**src/rtl/wsf_pkg.sv**
```systemverilog
package wsf_pkg;
  typedef enum logic [2:0] {
    S_IDLE = 3'd0,
    S_ADDR = 3'd1,
    S_XFER = 3'd2,
    S_WIM  = 3'd3,
    S_DONE = 3'd4
  } wsf_state_e;

  localparam int unsigned REG_IDX_W  = 5;
  localparam int unsigned SP_IDX     = 14;
  localparam int unsigned PAIR_BASE  = 16;
  localparam int unsigned BEATS      = 8;
  localparam int unsigned BEAT_W     = $clog2(BEATS);
  localparam int unsigned BEAT_BYTES = 8;
  localparam int unsigned BYTE_SH    = $clog2(BEAT_BYTES);
endpackage

```
**src/rtl/wsf_ctrl.sv**
```systemverilog
module wsf_ctrl
  import wsf_pkg::*;
(
  input  logic              clk,
  input  logic              rst_n,
  input  logic              req_valid,
  input  logic              mem_ready,
  output wsf_state_e        state,
  output logic [BEAT_W-1:0] beat,
  output logic              accept,
  output logic              beat_hs
);
  localparam logic [BEAT_W-1:0] LAST_BEAT = BEAT_W'(BEATS - 1);

  assign accept  = (state == S_IDLE) && req_valid;
  assign beat_hs = (state == S_XFER) && mem_ready;

  always_ff @(posedge clk or negedge rst_n) begin
    if (!rst_n) begin
      state <= S_IDLE;
      beat  <= '0;
    end else begin
      unique case (state)
        S_IDLE: if (req_valid) state <= S_ADDR;
        S_ADDR: begin
          state <= S_XFER;
          beat  <= '0;
        end
        S_XFER: if (mem_ready) begin
          if (beat == LAST_BEAT) state <= S_WIM;
          else                   beat  <= beat + 1'b1;
        end
        S_WIM:  state <= S_DONE;
        S_DONE: state <= S_IDLE;
        default: state <= S_IDLE;
      endcase
    end
  end
endmodule

```
**src/rtl/wsf_target.sv**
```systemverilog
module wsf_target
  import wsf_pkg::*;
#(
  parameter int unsigned NWIN = 8,
  parameter int unsigned AW   = 32,
  localparam int unsigned CW  = $clog2(NWIN)
) (
  input  logic                 clk,
  input  logic                 rst_n,
  input  logic                 accept,
  input  logic                 req_fill,
  input  logic [CW-1:0]        req_cwp,
  input  logic [NWIN-1:0]      req_wim,
  input  wsf_state_e           state,
  input  logic [BEAT_W-1:0]    beat,
  input  logic [63:0]          rf_rdata,
  output logic                 fill_q,
  output logic [NWIN-1:0]      wim_q,
  output logic [CW-1:0]        win_q,
  output logic [REG_IDX_W-1:0] idx,
  output logic [AW-1:0]        addr
);
  localparam logic [CW-1:0] TOP_WIN = CW'(NWIN - 1);

  logic [CW-1:0] tgt;
  logic [AW-1:0] base_q;

  always_comb begin
    if (req_fill) tgt = (req_cwp == TOP_WIN) ? '0 : req_cwp + 1'b1;
    else          tgt = (req_cwp == '0) ? TOP_WIN : req_cwp - 1'b1;
  end

  always_ff @(posedge clk or negedge rst_n) begin
    if (!rst_n) begin
      fill_q <= 1'b0;
      wim_q  <= '0;
      win_q  <= '0;
      base_q <= '0;
    end else begin
      if (accept) begin
        fill_q <= req_fill;
        wim_q  <= req_wim;
        win_q  <= tgt;
      end
      if (state == S_ADDR) base_q <= AW'(rf_rdata[63:32]);
    end
  end

  always_comb begin
    if (state == S_XFER)
      idx = REG_IDX_W'(PAIR_BASE) + REG_IDX_W'({beat, 1'b0});
    else
      idx = REG_IDX_W'(SP_IDX);
    addr = base_q + AW'({beat, {BYTE_SH{1'b0}}});
  end
endmodule

```
**src/rtl/wsf_wim_rot.sv**
```systemverilog
module wsf_wim_rot #(
  parameter int unsigned NWIN = 8
) (
  input  logic            to_left,
  input  logic [NWIN-1:0] wim_in,
  output logic [NWIN-1:0] wim_out
);
  logic [NWIN-1:0] rot_r;
  logic [NWIN-1:0] rot_l;

  for (genvar i = 0; i < NWIN; i++) begin : g_bit
    assign rot_r[i] = wim_in[(i + 1) % NWIN];
    assign rot_l[i] = wim_in[(i + NWIN - 1) % NWIN];
  end

  assign wim_out = to_left ? rot_l : rot_r;
endmodule

```
**src/rtl/wsf_engine.sv**
```systemverilog
module wsf_engine
  import wsf_pkg::*;
#(
  parameter int unsigned NWIN = 8,
  parameter int unsigned AW   = 32,
  localparam int unsigned CW  = $clog2(NWIN)
) (
  input  logic                 clk,
  input  logic                 rst_n,
  input  logic                 req_valid,
  output logic                 req_ready,
  input  logic                 req_fill,
  input  logic [CW-1:0]        req_cwp,
  input  logic [NWIN-1:0]      req_wim,
  output logic                 chk_off,
  output logic                 wim_we,
  output logic [NWIN-1:0]      wim_new,
  output logic                 done,
  output logic [CW-1:0]        rf_win,
  output logic [REG_IDX_W-1:0] rf_idx,
  input  logic [63:0]          rf_rdata,
  output logic                 rf_we,
  output logic [63:0]          rf_wdata,
  output logic                 mem_valid,
  input  logic                 mem_ready,
  output logic                 mem_we,
  output logic [AW-1:0]        mem_addr,
  output logic [63:0]          mem_wdata,
  input  logic [63:0]          mem_rdata
);
  wsf_state_e        state;
  logic [BEAT_W-1:0] beat;
  logic              accept;
  logic              beat_hs;
  logic              fill_q;
  logic [NWIN-1:0]   wim_q;

  wsf_ctrl u_ctrl (
    .clk       (clk),
    .rst_n     (rst_n),
    .req_valid (req_valid),
    .mem_ready (mem_ready),
    .state     (state),
    .beat      (beat),
    .accept    (accept),
    .beat_hs   (beat_hs)
  );

  wsf_target #(.NWIN(NWIN), .AW(AW)) u_target (
    .clk      (clk),
    .rst_n    (rst_n),
    .accept   (accept),
    .req_fill (req_fill),
    .req_cwp  (req_cwp),
    .req_wim  (req_wim),
    .state    (state),
    .beat     (beat),
    .rf_rdata (rf_rdata),
    .fill_q   (fill_q),
    .wim_q    (wim_q),
    .win_q    (rf_win),
    .idx      (rf_idx),
    .addr     (mem_addr)
  );

  wsf_wim_rot #(.NWIN(NWIN)) u_rot (
    .to_left (fill_q),
    .wim_in  (wim_q),
    .wim_out (wim_new)
  );

  assign req_ready = (state == S_IDLE);
  assign mem_valid = (state == S_XFER);
  assign mem_we    = !fill_q;
  assign mem_wdata = rf_rdata;
  assign rf_we     = beat_hs && fill_q;
  assign rf_wdata  = mem_rdata;
  assign chk_off   = (state == S_ADDR) || (state == S_XFER);
  assign wim_we    = (state == S_WIM);
  assign done      = (state == S_DONE);
endmodule

```
**config.mk**
```make
export PLATFORM = sky130hd
export DESIGN_NAME = wsf_engine
export DESIGN_NICKNAME = d
export VERILOG_FILES = /design/src/rtl/wsf_pkg.sv /design/src/rtl/wsf_ctrl.sv /design/src/rtl/wsf_target.sv /design/src/rtl/wsf_wim_rot.sv /design/src/rtl/wsf_engine.sv
export SDC_FILE = /design/constraint.sdc
export NUM_CORES = 1
export LEC_CHECK = 0
export BUFFER_PORTS_ARGS = -buffer_cell sky130_fd_sc_hd__buf_4
export CELL_PAD_IN_SITES_DETAIL_PLACEMENT = 1
export CELL_PAD_IN_SITES_GLOBAL_PLACEMENT = 1
export CORE_AREA = 2 2 127 129
export DETAILED_ROUTE_END_ITERATION = 10
export DIE_AREA = 0 0 129 131
export MAX_ROUTING_LAYER = met4
export PLACE_DENSITY_LB_ADDON = 0.2
export SLEW_MARGIN = 20
export SYNTH_ARGS = -nofsm -noshare
export SYNTH_HDL_FRONTEND = slang
export SYNTH_SLANG_ARGS = --single-unit
```
**constraint.sdc**
```tcl
create_clock -name clk -period 4.7 [get_ports clk]
set_input_delay 1.41 -clock clk [delete_from_list [all_inputs] [get_ports clk]]
set_output_delay 1.41 -clock clk [all_outputs]
set_load 0.03 [all_outputs]
```
==> results.cfg <==
[routing]
dr.pass1.iters = 4
wl_um = 9809
drt_iter0_markers = 69
antenna_left = 0
drc = 0
num_vias = 2504
routedWlPerCell_um = 16.29
vias_per_cell = 4.159

[die]
die_x_um = 129
die-area_mm2 = 0.01690
start_util = 0.2418
io_pins = 327
die-height_um = 131
core_mm2 = 0.01560
rows = 46

[cts]
path_clk_slew_ns = 0.07
cts.sinks = 50
htreeDepth = 2
cts-root-buf = clkbuf_16
cts_tree = done
post-cts-setup-buffer-count = 0
holdBufCountCts = 0
cts_resized = 0
cts.path.max_buffers = 2
numCtsBuffers = 5
clk_latency_ns = 0.30

[synth]
synth_top_cell_area_share = 0.3318
async_flop_share = 1.000
syn_area_mm2 = 0.003771
synthFlopType = dfrtp_1
synth_cells = 386
yosys_register_bits = 50
yosysTopAreaCell = dfrtp_1
avgSynthCellArea_um2 = 9.770
synth_edf_count = 0
synth_nets = 540
yosys_warnings = 0
ys_seq_area_frac = 0.3318
synth_area_leaders = dfrtp_1, buf_4, mux2_2
synth.distinct_cells = 38

[setup_path]
cp.required_ns = 3.29
cp_slowest_cell = nor4_4
critPathMaxStageDelay_ns = 0.53
r2r_cells = 4
critPathArrivalTime_ns = 2.50
path_cells = ha_1 -> fa_1 -> a21oi_1 -> nor4_4 -> nand4_1 -> xnor2_1 -> buf_4
end_kind = output port
crit_type = flip-flop to output port
start_kind = flip-flop
path_max_fanout = 8

[layout]
final_core_util = 0.2678
drive_above_1_share = 0.4845
stdcell_area_mm2 = 0.004177
finalNonFillerCells = 602
nets = 539
multi_input_area_mm2 = 0.001464
final_cell_mix = buf_4, dfrtp_1, mux2_2
register_area_mm2 = 0.001251
layout_commonest_cell = buf_4
syn_to_final_growth_pct = 10.75
num_antenna_cells = 0
fillerInstances = 1790

[outcome]
status = completed

[timing]
period_needed_ns = 3.914
tightest_slew_ns = 0.7046
whs_ns = 0.4860
skew_ns = 0.004251
rsz0062_at_grt = false
setup_viol = 0
period_share = 0.8328
setup_slack_ns = 0.7856
fmax_mhz = 255.5
slew_headroom = 0.5303
setup-tns-final_ns = 0
hold_violations = 0
drv_slew = 0

[hold_path]
hold_class = flip-flop to flip-flop
min_path_cells = 1

[global_route]
grt_pass1_wl_um = 14830
grt_max_degree = 51
grt_antenna_before_repair = 0
grt_pass1_vias = 2660
grt_use_total = 0.1194
grt-ovfl-total = 0

[pwr]
total_power_mw = 3.098
power_leakage_nw = 1.951
p_per_area_mw_per_mm2 = 741.7
ir_drop_v = 0.0003140

[run]
maxCapViolCount = 0

[place]
place_congestion = 0.7274
placed_cells = 594
pre_cts_ws_ns = 1.066
portBuffers = 133
dpl.hpwl_um = 7540
placed_area_mm2 = 0.004014
-- path summary, 6_finish.rpt --
| path | end | slack, ns | start |
|---|---|---|---|
| worst min register to register | u_target.base_q[1] | 0.49 | u_target.base_q[1] |
| min in group asynchronous | u_target.base_q[2] | 1.15 | rst_n |
| worst max-delay path | mem_addr[31] | 0.79 | u_ctrl.beat[0] |
| max in group asynchronous | u_target.base_q[29] | 3.07 | rst_n |
| worst min-delay path | u_target.base_q[1] | 0.49 | u_target.base_q[1] |
| worst max register to register | u_ctrl.beat[1] | 2.92 | u_ctrl.state[1] |
-- where the power goes --
group	switching [mW]	total (mW)	leakage [nW]	internal, mW
Sequential	0.247	0.887	0.605	0.640
Clock	0.175	0.428	0.0781	0.253
Combinational	1.03	1.78	1.27	0.751
-- state kept, by name, indices dropped and copies added, names as in the netlist --
| register | cells |
|---|---|
| u_ctrl.beat | 3 |
| u_ctrl.state | 3 |
| u_target.base_q | 32 |
| u_target.fill_q | 1 |
| u_target.wim_q | 8 |
| u_target.win_q | 3 |
-- area by class of cell --
type | instances | area share
tap | 216 | 0.06471
inverter | 4 | 0.003595
multi-input combinational | 189 | 0.3505
clock inverter | 1 | 0.007190
sequential | 50 | 0.2996
clock buffer | 7 | 0.03176
timing repair buffer | 135 | 0.2427
-- synth_stat cells (all sizes together), types with 6 or more instances --
cell type  instances
mux2              42
nand3              9
o21ai              6
nand2             34
xor2               6
buf              139
ha                 9
nor2               7
dfrtp             50
xnor2             22
nand4             13
and3               6
-- worst max-delay path, delay by kind of cell, from the launching register on --
family	cells	cell delay (ns)
AND/OR/NAND/NOR	2	0.79
adder cells (fa/ha/maj)	2	0.46
flip-flops	1	0.43
XOR/XNOR	1	0.19
buffers and inverters	1	0.18
AO/OA/AOI/OAI	1	0.15
-- kinds of logic (layout without fill, tap and decap cells) --
group           Yosys count  in the layout  share of synthesized area
buf+inv                 147            147                     0.2813
simple gates             94             94                     0.1380
flops                    50             50                     0.3318
mux                      43             43                     0.1281
xor+xnor                 28             28                    0.06503
compound gates           13             13                    0.01958
fa+ha+maj                10             10                    0.03517
other cells               1              1                  0.0009944
-- routing by layer --
metal	up-vias	global-route usage	wire (um)
met4	0	0.05435	297
met2	119	0.1908	4773
met1	1207	0.1363	3965
li1	1140	-	-
met3	38	0.03990	772
met5	-	-	0
Power figures use the tool's default switching activity.
